## config.mk

```make
export PLATFORM = sky130hd
export DESIGN_NAME = latency_disc_monitor
export DESIGN_NICKNAME = d
export VERILOG_FILES = /design/src/rtl/latency_disc_pkg.sv /design/src/rtl/latency_disc_datapath.sv /design/src/rtl/latency_disc_control.sv /design/src/rtl/latency_disc_monitor.sv
export SDC_FILE = /design/constraint.sdc
export NUM_CORES = 1
export LEC_CHECK = 0
export ABC_CLOCK_PERIOD_IN_PS = 1700
export BUFFER_PORTS_ARGS = -buffer_cell sky130_fd_sc_hd__buf_2
export CORE_AREA = 5 5 42 44
export DETAILED_ROUTE_END_ITERATION = 10
export DIE_AREA = 0 0 47 49
export GPL_ROUTABILITY_DRIVEN = 0
export GPL_TIMING_DRIVEN = 0
export SYNTH_ARGS = -nofsm -noshare
export SYNTH_HDL_FRONTEND = slang
export SYNTH_SLANG_ARGS = --single-unit
```

## constraint.sdc

```tcl
create_clock -name clk -period 1.7 [get_ports clk]
set_input_delay 0.085 -clock clk [delete_from_list [all_inputs] [get_ports clk]]
set_output_delay 0.085 -clock clk [all_outputs]
set_load 0.01 [all_outputs]
```

## src/rtl/latency_disc_pkg.sv

```systemverilog
package latency_disc_pkg;

  // Strobes from control to the phase counter.
  typedef struct packed {
    logic clearCnt;   // restart the phase count
    logic incCnt;     // advance the phase count
    logic useFirst;   // compare against the first-phase limit
  } ctlStrobes_t;

  // Comparison results from the phase counter back to control.
  typedef struct packed {
    logic atLimit;    // current clock index is at or past the limit
    logic inWindow;   // current clock index still accepts a disable
  } dpFlags_t;

endpackage

```

## src/rtl/latency_disc_datapath.sv

```systemverilog
module latency_disc_datapath
  import latency_disc_pkg::*;
#(
  parameter int FIRST_LIMIT = 16,
  parameter int LATER_LIMIT = 8,
  parameter int DIS_LEAD    = 2
) (
  input  logic        clk,
  input  logic        rstN,
  input  ctlStrobes_t strb,
  output dpFlags_t    flags
);

  localparam int CW      = $clog2(FIRST_LIMIT + 1);
  localparam int IW      = CW + 1;
  localparam int CNT_MAX = (FIRST_LIMIT > LATER_LIMIT) ? FIRST_LIMIT : LATER_LIMIT;

  logic [CW-1:0] cnt;
  logic [IW-1:0] curIdx;
  logic [IW-1:0] limitVal;
  logic [IW-1:0] windowEnd;

  // Clocks already spent in the phase; saturates so a held phase stays at limit.
  always_ff @(posedge clk or negedge rstN) begin
    if (!rstN) begin
      cnt <= '0;
    end else if (strb.clearCnt) begin
      cnt <= '0;
    end else if (strb.incCnt && (cnt != CW'(CNT_MAX))) begin
      cnt <= cnt + CW'(1);
    end
  end

  always_comb begin
    curIdx    = {1'b0, cnt} + IW'(1);
    limitVal  = strb.useFirst ? IW'(FIRST_LIMIT) : IW'(LATER_LIMIT);
    windowEnd = strb.useFirst ? IW'(FIRST_LIMIT - DIS_LEAD) : IW'(LATER_LIMIT - DIS_LEAD);
    flags.atLimit  = (curIdx >= limitVal);
    flags.inWindow = (curIdx <= windowEnd);
  end

endmodule

```

## src/rtl/latency_disc_control.sv

```systemverilog
module latency_disc_control
  import latency_disc_pkg::*;
(
  input  logic        clk,
  input  logic        rstN,
  input  logic        frameActive,
  input  logic        xferDone,
  input  logic        dataReady,
  input  logic        latencyDisable,
  input  dpFlags_t    flags,
  output ctlStrobes_t strb,
  output logic        retryReq,
  output logic        disconnectReq
);

  logic firstPhase;
  logic suppress;
  logic reqHeld;
  logic isRetry;
  logic fire;

  always_comb begin
    strb.clearCnt = !frameActive || xferDone;
    strb.incCnt   = frameActive && !xferDone;
    strb.useFirst = firstPhase;
    fire = frameActive && !reqHeld && !xferDone && !dataReady &&
           !suppress && flags.atLimit;
  end

  always_ff @(posedge clk or negedge rstN) begin
    if (!rstN) begin
      firstPhase <= 1'b1;
      suppress   <= 1'b0;
      reqHeld    <= 1'b0;
      isRetry    <= 1'b0;
    end else if (!frameActive) begin
      firstPhase <= 1'b1;
      suppress   <= 1'b0;
      reqHeld    <= 1'b0;
      isRetry    <= 1'b0;
    end else begin
      if (xferDone) begin
        firstPhase <= 1'b0;
        suppress   <= 1'b0;
      end else if (latencyDisable && flags.inWindow) begin
        suppress <= 1'b1;
      end
      if (fire) begin
        reqHeld <= 1'b1;
        isRetry <= firstPhase;
      end
    end
  end

  assign retryReq      = reqHeld && isRetry;
  assign disconnectReq = reqHeld && !isRetry;

endmodule

```

## src/rtl/latency_disc_monitor.sv

```systemverilog
module latency_disc_monitor
  import latency_disc_pkg::*;
#(
  parameter int FIRST_LIMIT = 16,
  parameter int LATER_LIMIT = 8,
  parameter int DIS_LEAD    = 2
) (
  input  logic clk,
  input  logic rstN,
  input  logic frameActive,
  input  logic xferDone,
  input  logic dataReady,
  input  logic latencyDisable,
  output logic retryReq,
  output logic disconnectReq
);

  ctlStrobes_t strb;
  dpFlags_t    flags;

  latency_disc_datapath #(
    .FIRST_LIMIT(FIRST_LIMIT),
    .LATER_LIMIT(LATER_LIMIT),
    .DIS_LEAD(DIS_LEAD)
  ) dp_i (
    .clk(clk),
    .rstN(rstN),
    .strb(strb),
    .flags(flags)
  );

  latency_disc_control ctl_i (
    .clk(clk),
    .rstN(rstN),
    .frameActive(frameActive),
    .xferDone(xferDone),
    .dataReady(dataReady),
    .latencyDisable(latencyDisable),
    .flags(flags),
    .strb(strb),
    .retryReq(retryReq),
    .disconnectReq(disconnectReq)
  );

endmodule

```

==> results of run 1 <==
## where the power goes
| part | internal [mW] | switching (mW) |
|---|---|---|
| logic | 0.0331 | 0.0333 |
| registers | 0.222 | 0.00634 |
| clock network | 0.0901 | 0.0696 |
| total | 0.345 | 0.109 |
## how the worst max path moves through the flow
stage | start | endpoint | cells past startpoint
after floorplan | dp_i.cnt[0] | ctl_i.isRetry | 8
after global placement | dp_i.cnt[0] | ctl_i.isRetry | 8
after detailed placement | dp_i.cnt[0] | ctl_i.isRetry | 8
after CTS | dp_i.cnt[1] | ctl_i.isRetry | 8
after global routing | dp_i.cnt[1] | ctl_i.isRetry | 8
final | dp_i.cnt[1] | ctl_i.isRetry | 8
## kinds of logic (layout without fill, tap and decap cells)
group / count (synthesis) / count (layout) / share of synthesized area (%)
and+or+nand+nor: 20 / 20 / 20.0
DFF: 9 / 9 / 41.0
AOI/OAI and AO/OA: 7 / 7 / 9.07
buffers and inverters: 7 / 29 / 4.76
adders and majority gates: 6 / 6 / 13.6
xor gates and xnor gates: 5 / 5 / 7.94
muxes: 2 / 2 / 3.63
## what timing repair did
| action | in CTS | in global routing |
|---|---|---|
| setup endpoints to repair | 3 | 3 |
| resized for setup | 7 | 4 |
| hold buffers | 2 | 0 |
| buffers inserted | 7 | 2 |
| pin swaps | 4 | 6 |
| endpoints found under the hold margin | 10 | 0 |
## flip-flops by register name, indices dropped and copies added, names as in the netlist
name and cells:
ctl_i.reqHeld 1, ctl_i.suppress 1, ctl_i.firstPhase 1, ctl_i.isRetry 1, dp_i.cnt 5
## per-layer routing
| layer | part of all wire (%) | routed length [um] | up-vias |
|---|---|---|---|
| met4 | 0.79 | 10 | 0 |
| met5 | 0 | 0 | - |
| met3 | 1.9 | 24 | 2 |
| li1 | - | - | 230 |
| met1 | 42 | 528 | 218 |
| met2 | 55 | 699 | 3 |
## layout make-up
type,instances,area [sq um]
multi-input combinational,40,393
timing repair buffer,18,123
clock buffer,4,26.3
fill,124,583
inverter,7,26.3
sequential,9,230
tap,16,20.0
## metrics by stage
step                hold WS (ps)  instances  instance area [sq um]  setup WS [ps]
floorplan                   -211         56                    582          -75.0
global placement           -56.1         79                    637           -315
detailed placement         -53.0         79                    637           -337
CTS                         52.5         92                    772           -141
global route                68.0         94                    818           -360
finish                      62.2         94                    818           -228
## synthesized netlist by cell type
cell       count
inv_1          7
nand4_1        1
nand3_1        2
and4bb_2       1
a21oi_1        2
and3_1         1
nand2_1        3
or4_1          1
nand2b_2       1
dfstp_2        1
ha_1           6
xnor2_1        2
mux2i_1        2
a31oi_1        1
a31oi_2        1
o21a_1         1
o21ai_0        1
nor2b_1        1
o2111ai_1      1
xor2_1         3
or2_2          2
dfrtp_1        8
and2_1         1
nor2_1         6
==> flow_metrics.py, run 1 <==
metrics = {
    "status": {
        "status": "finished with violations",
        "violations": "negative setup slack",
    },
    "global_routing": {
        "use_met2_pct": 23.1,
        "antenna_found_initial": 0,
        "use_met1_pct": 15.1,
        "grt_pass1_wl_mm": 2.16,
        "grt_max_degree": 10,
        "busiest_layer": "met2",
        "grt_usage_pct": 13.3,
        "grt_overflow_total": 0,
        "grt_pass1_vias": 492,
        "use_met3_pct": 2.21,
    },
    "yosys": {
        "ys_seq_elements": 9,
        "ys_warn_count": 0,
        "synth_top_area_share_pct": 36.3,
        "yosysTopAreaCell": "dfrtp_1",
        "synth_seq_area_share_pct": 41.0,
        "synthDistinctLibCells": 24,
        "syn_area_per_cell_sq_um": 9.85,
        "syn_nets": 68,
        "netlist_area_sq_um": 552,
        "yosys-top-cells-area": "dfrtp_1, ha_1, dfstp_2",
        "synthCells": 56,
    },
    "critical_path": {
        "worst-setup-path-type": "reg2reg",
        "start_kind": "flip-flop",
        "worst_r2r_path_depth": 8,
        "critical_path.slowest_cell": "dfrtp_2",
        "crit_fanout": 3,
        "reg2reg_from": "dp_i.cnt[1]",
        "critical_path.max_stage_delay_ps": 450,
        "worstReg2RegEnd": "ctl_i.isRetry",
        "critPathArrivalTime_ps": 2100,
        "cp_num_buf_inv": 1,
        "critPathRequiredTime_ps": 1870,
        "rrSetupSlack_ps": -230,
        "crit_chain": "ha_4, nand3_4, xor2_2, inv_2, ha_4, nand4_1, a31oi_2, mux2i_1",
        "cp_common_cell": "ha_4",
        "end_kind": "flip-flop",
        "crit_family": "adder cells",
    },
    "job": {
        "maxCapViolations": 0,
    },
    "place": {
        "dp_hpwl_um": 886,
        "portBuffers": 7,
    },
    "clock_network": {
        "cts_tree": "done",
        "clk_pin_slew_ps": 60,
        "cts_made_buffers": 3,
        "clockRootBuffer": "clkbuf_4",
        "clockBufferDepth": 2,
        "clock_sinks": 9,
        "insertion_delay_ps": 250,
        "htree_levels": 1,
    },
    "sta": {
        "worstMarginPinSlew_ps": 282,
        "fin_setup_tns_ps": -372,
        "fin_crit_sh_pct": 113,
        "fin_skew_ps": 2.50,
        "fin_crit_ps": 1930,
        "slew_headroom_pct": 81.2,
        "maxSlewViolCount": 0,
        "finalSetupViolCount": 2,
        "max_freq_mhz": 519,
        "final_hold_viol_count": 0,
        "worst_slack_ps": -228,
        "rsz0062_at_grt": "yes",
    },
    "route": {
        "drt_wl_total_mm": 1.26,
        "routed-via-count": 453,
        "drt_pre_antenna_iters": 1,
        "wl_per_cell_um": 13.4,
        "antenna_left": 0,
        "vias_per_cell": 4.82,
        "drt_iter0_markers": 0,
        "drc": 0,
    },
    "pwr": {
        "ir_drop_mv": 0.503,
        "p_per_area_nw_per_um2": 555,
        "p_total_mw": 0.454,
        "p_leak_nw": 0.366,
    },
    "die": {
        "die-area_sq_um": 2300,
        "die_h_um": 49,
        "start_util_pct": 39.4,
        "core_sq_um": 1400,
        "die_x_um": 47,
        "rows": 14,
        "io_pins": 8,
    },
    "finish": {
        "syn_to_final_growth_pct": 48.3,
        "drive_above_1_share_pct": 48.7,
        "nNetsFinal": 91,
        "layout_commonest_cell": "buf_4",
        "final_cell_mix": "buf_4, buf_2, inv_1, nor2_1, dfrtp_1",
        "final_util_pct": 58.4,
        "n_antenna_cell": 0,
    },
    "worst_hold_path": {
        "holdCritStartpoint": "frameActive",
        "min_path_type": "in2reg",
        "whs_endpoint": "ctl_i.firstPhase",
        "hold_depth": 2,
    },
}
No activity file was read; power rests on OpenSTA's default activity.
==> run 2, diff against run 1 <==
Settings changed: MAX_ROUTING_LAYER set to met4.
==> run 2 against run 1 <==
Compared with the run above:
- the run still ends with negative setup slack left
- hold slack got worse by 1.8 ps
- critical path depth did not move
- clock-buffer cell count did not move
- register-to-register slack barely moved
- design area did not move
- clock skew fell by 1.5 ps
- critical path type unchanged
- clock power barely moved
==> flow_metrics.py, run 2 (synthesis results as in run 1) <==
metrics = {
    "clock_network": {
        "cts_made_buffers": 3,
        "cts_tree": "done",
        "clock_sinks": 9,
        "htree_levels": 1,
        "clockRootBuffer": "clkbuf_4",
        "insertion_delay_ps": 250,
        "clockBufferDepth": 2,
        "clk_pin_slew_ps": 60,
    },
    "place": {
        "dp_hpwl_um": 886,
        "place_ws_ps": -337,
        "portBuffers": 7,
    },
    "finish": {
        "n_antenna_cell": 0,
        "drive_above_1_share_pct": 48.7,
        "nNetsFinal": 91,
        "regMostFlops": "dp_i.cnt",
        "n_fill_cell": 124,
        "final_cell_mix": "buf_4, buf_2, inv_1, nor2_1, dfrtp_1",
        "largest_reg_flops": 5,
        "syn_to_final_growth_pct": 48.3,
        "final_util_pct": 58.4,
        "layout_commonest_cell": "buf_4",
    },
    "critical_path": {
        "crit_family": "adder cells",
        "cp_num_buf_inv": 1,
        "worst_r2r_path_depth": 8,
        "critical_path.slowest_cell": "dfrtp_2",
        "critPathRequiredTime_ps": 1870,
        "endpoint": "ctl_i.isRetry",
        "worst-path-stages": 8,
        "critPathLaunch": "dp_i.cnt[1]",
        "rrSetupSlack_ps": -230,
        "worstReg2RegEnd": "ctl_i.isRetry",
        "worst-setup-path-type": "reg2reg",
        "end_kind": "flip-flop",
        "start_kind": "flip-flop",
        "cp_common_cell": "ha_4",
        "critical_path.max_stage_delay_ps": 450,
        "crit_chain": "ha_4, nand3_4, xor2_2, inv_2, ha_4, nand4_1, a31oi_2, mux2i_1",
        "reg2reg_from": "dp_i.cnt[1]",
        "crit_fanout": 3,
        "critPathArrivalTime_ps": 2100,
    },
    "global_routing": {
        "use_met1_pct": 15.1,
        "grt_pass1_wl_mm": 2.16,
        "grt_overflow_total": 0,
        "grt_usage_pct": 13.6,
        "grt_max_degree": 10,
        "grt_pass1_vias": 493,
        "use_met2_pct": 23.1,
        "use_met3_pct": 2.21,
        "antenna_found_initial": 0,
        "busiest_layer": "met2",
    },
    "sta": {
        "max_freq_mhz": 518,
        "final_hold_viol_count": 0,
        "worstMarginPinSlew_ps": 281,
        "slew_headroom_pct": 81.2,
        "fin_skew_ps": 0.955,
        "fin_crit_sh_pct": 114,
        "rsz0062_at_grt": "yes",
        "worst_slack_ps": -230,
        "finalSetupViolCount": 2,
        "fin_crit_ps": 1930,
        "maxSlewViolCount": 0,
    },
    "route": {
        "wl_per_cell_um": 13.5,
        "drt_wl_total_mm": 1.27,
        "drc": 0,
        "drt_pre_antenna_iters": 2,
        "vias_per_cell": 4.86,
        "drt_iter0_markers": 1,
        "antenna_left": 0,
        "routed-via-count": 457,
    },
    "pwr": {
        "ir_drop_mv": 0.502,
        "p_per_area_nw_per_um2": 557,
        "p_leak_nw": 0.366,
        "p_total_mw": 0.456,
    },
    "worst_hold_path": {
        "min_path_type": "in2reg",
    },
    "die": {
        "io_pins": 8,
        "rows": 14,
        "die-area_sq_um": 2300,
        "start_util_pct": 39.4,
        "core_sq_um": 1400,
        "die_x_um": 47,
        "die_h_um": 49,
    },
    "job": {
        "maxCapViolations": 0,
    },
    "status": {
        "violations": "negative setup slack",
        "status": "finished with violations",
    },
}
## run 2: cell counts in the layout (fill, tap and decap cells not counted)
No cell type changed its count.
## run 2: final cells by class
| class | count | area [sq um] | share of cell area [%] |
|---|---|---|---|
| Clock buffer | 4 | 26.3 | 3.21 |
| Inverter | 7 | 26.3 | 3.21 |
| Multi-Input combinational cell | 40 | 393 | 48.0 |
| Sequential cell | 9 | 230 | 28.1 |
| Tap cell | 16 | 20.0 | 2.45 |
| Timing Repair Buffer | 18 | 123 | 15.0 |
## run 2: worst min-delay path by stage
stage                            from          endpoint  cells past startpoint
final                     frameActive  ctl_i.firstPhase                      2
after global routing      frameActive  ctl_i.firstPhase                      2
after CTS                 frameActive  ctl_i.firstPhase                      2
after detailed placement         rstN     ctl_i.isRetry                      1
after global placement           rstN     ctl_i.isRetry                      1
after floorplan                  rstN     ctl_i.isRetry                      0
## run 2: repair_timing
| item | CTS | global route |
|---|---|---|
| pin swaps | 4 | 6 |
| gates resized for setup | 7 | 4 |
| endpoints found under the setup margin | 3 | 3 |
| hold buffers | 2 | 0 |
| buffers inserted | 7 | 2 |
| hold endpoints to repair | 10 | 0 |
## run 2: layer usage
layer / wire (um) / part of all wire (%)
met1: 530 / 42
met2: 713 / 56
met3: 22 / 1.7
met4: 0 / 0
met5: 0 / 0
## run 2: report_power, final
part	internal [mW]	switching, mW	total, mW
registers	0.222	0.00634	0.228
clock network	0.0902	0.0706	0.161
logic	0.0332	0.0335	0.0666
## run 2: metrics by stage
| step | area (sq um) | TNS (ps) | hold WS [ps] | cells |
|---|---|---|---|---|
| after global routing | 818 | -572 | 68.0 | 94 |
| after floorplan | 582 | -128 | -211 | 56 |
| after global placement | 637 | -634 | -56.1 | 79 |
| after CTS | 772 | -177 | 52.5 | 92 |
| after detailed placement | 637 | -682 | -53.0 | 79 |
| final | 818 | -375 | 60.4 | 94 |
==> run 3, diff against run 2 <==
--- a/config.mk
+++ b/config.mk
@@ -15,2 +15,3 @@
 export MAX_ROUTING_LAYER = met4
+export SKIP_CTS_REPAIR_TIMING = 1
 export SYNTH_ARGS = -nofsm -noshare
==> constraint.sdc (replaced) <==
create_clock -name clk -period 1.7 [get_ports clk]
set_input_delay 0.17 -clock clk [delete_from_list [all_inputs] [get_ports clk]]
set_output_delay 0.17 -clock clk [all_outputs]
set_load 0.01 [all_outputs]
==> run 3 against run 2 <==
Compared with the run above:
- the flow still finishes with violations (negative setup slack)
- critical path depth stayed put
- non-clock buffer count is 5 lower
- combinational power is 18% lower
==> flow_metrics.py, run 3 (synthesis results as in run 1) <==
metrics = {
    "die": {
        "io_pins": 8,
        "rows": 14,
        "die_x_um": 47,
        "start_util_pct": 39.4,
        "core_sq_um": 1400,
        "die_h_um": 49,
        "die-area_sq_um": 2300,
    },
    "job": {
        "maxCapViolations": 0,
    },
    "critical_path": {
        "start_kind": "flip-flop",
        "critPathArrivalTime_ps": 2110,
        "worst_r2r_path_depth": 8,
        "end_kind": "flip-flop",
        "critical_path.max_stage_delay_ps": 450,
        "worstReg2RegEnd": "ctl_i.isRetry",
        "critPathRequiredTime_ps": 1870,
        "critical_path.slowest_cell": "dfrtp_2",
        "cp_num_buf_inv": 1,
        "worst-setup-path-type": "reg2reg",
        "reg2reg_from": "dp_i.cnt[0]",
        "cp_common_cell": "ha_4",
        "rrSetupSlack_ps": -240,
        "crit_family": "flip-flops",
        "crit_fanout": 5,
        "crit_chain": "ha_4, nand3_4, xor2_2, inv_2, ha_4, nand4_1, a31oi_2, mux2i_1",
    },
    "finish": {
        "drive_above_1_share_pct": 45.2,
        "regMostFlops": "dp_i.cnt",
        "syn_to_final_growth_pct": 37.4,
        "final_cell_mix": "buf_2, inv_1, nor2_1",
        "seqCellArea_sq_um": 230,
        "layout_commonest_cell": "buf_2",
        "fin_area_sq_um": 758,
        "n_antenna_cell": 0,
        "multiInputGateArea_sq_um": 373,
        "n_fill_cell": 128,
        "largest_reg_flops": 5,
        "nNetsFinal": 86,
        "final_util_pct": 54.1,
    },
    "sta": {
        "fin_setup_tns_ps": -383,
        "fin_skew_ps": 1.00,
        "slew_headroom_pct": 81.1,
        "rsz0062_at_grt": "yes",
        "finalSetupViolCount": 2,
        "final_hold_viol_count": 0,
        "fin_crit_sh_pct": 114,
        "fin_crit_ps": 1940,
        "max_freq_mhz": 516,
        "maxSlewViolCount": 0,
        "worstMarginPinSlew_ps": 283,
        "worst_slack_ps": -236,
    },
    "pwr": {
        "p_leak_nw": 0.340,
        "p_per_area_nw_per_um2": 585,
        "ir_drop_mv": 0.513,
    },
    "route": {
        "vias_per_cell": 4.94,
        "drt_pre_antenna_iters": 2,
        "wl_per_cell_um": 13.6,
        "antenna_left": 0,
        "drc": 0,
        "routed-via-count": 440,
        "drt_wl_total_mm": 1.21,
        "drt_iter0_markers": 1,
    },
    "worst_hold_path": {
        "whs_endpoint": "ctl_i.firstPhase",
        "hold_depth": 2,
        "holdCritStartpoint": "xferDone",
        "min_path_type": "in2reg",
    },
    "global_routing": {
        "grt_pass1_wl_mm": 1.81,
        "grt_overflow_total": 0,
        "grt_max_degree": 10,
        "grt_pass1_vias": 421,
        "antenna_found_initial": 0,
        "grt_usage_pct": 11.5,
    },
    "place": {
        "portBuffers": 7,
        "dpl-instance-area_sq_um": 637,
        "dp_hpwl_um": 886,
        "place_ws_ps": -337,
    },
    "clock_network": {
        "cts_made_buffers": 3,
        "clockBufferDepth": 2,
        "htree_levels": 1,
        "insertion_delay_ps": 250,
        "clock_sinks": 9,
        "clk_pin_slew_ps": 60,
        "cts_tree": "done",
        "clockRootBuffer": "clkbuf_4",
    },
    "status": {
        "violations": "negative setup slack",
        "status": "finished with violations",
    },
}
[run 3: worst max-delay path by stage]
stage,from,endpoint,slack (ps),depth (start not counted)
2_1_floorplan,dp_i.cnt[0],ctl_i.isRetry,-80,8
3_3_place_gp,dp_i.cnt[0],ctl_i.isRetry,-320,8
3_5_place_dp,dp_i.cnt[0],ctl_i.isRetry,-340,8
4_1_cts,dp_i.cnt[0],ctl_i.isRetry,-360,8
5_1_grt,dp_i.cnt[0],ctl_i.isRetry,-360,8
6_report,dp_i.cnt[0],ctl_i.isRetry,-240,8
[run 3: layer usage]
metal / track usage, % / vias to the layer above / share of wire [%]
met4: 5.53 / 0 / 0
met5: - / - / 0
met1: 14.2 / 216 / 44
met2: 17.4 / 3 / 55
met3: 2.21 / 0 / 1.5
li1: - / 221 / -
[run 3: power by group]
group          internal (mW)  switching, mW
clock                 0.0902         0.0705
combinational         0.0247         0.0296
sequential             0.222        0.00669
[run 3: cell type report]
| type | instances | share of cell area [%] |
|---|---|---|
| Clock buffer | 4 | 3.47 |
| Inverter | 7 | 3.47 |
| Multi-Input combinational cell | 40 | 49.2 |
| Sequential cell | 9 | 30.4 |
| Tap cell | 16 | 2.64 |
| Timing Repair Buffer | 13 | 10.9 |
[run 3: per-stage QoR]
step           total power, mW  hold WS, ps  std cells
4_1_cts                  0.439         -243         83
3_3_place_gp             0.276         28.9         79
5_1_grt                  0.475         91.4         89
3_5_place_dp             0.277         32.0         79
2_1_floorplan            0.257         -126         56
6_report                 0.443         85.1         89
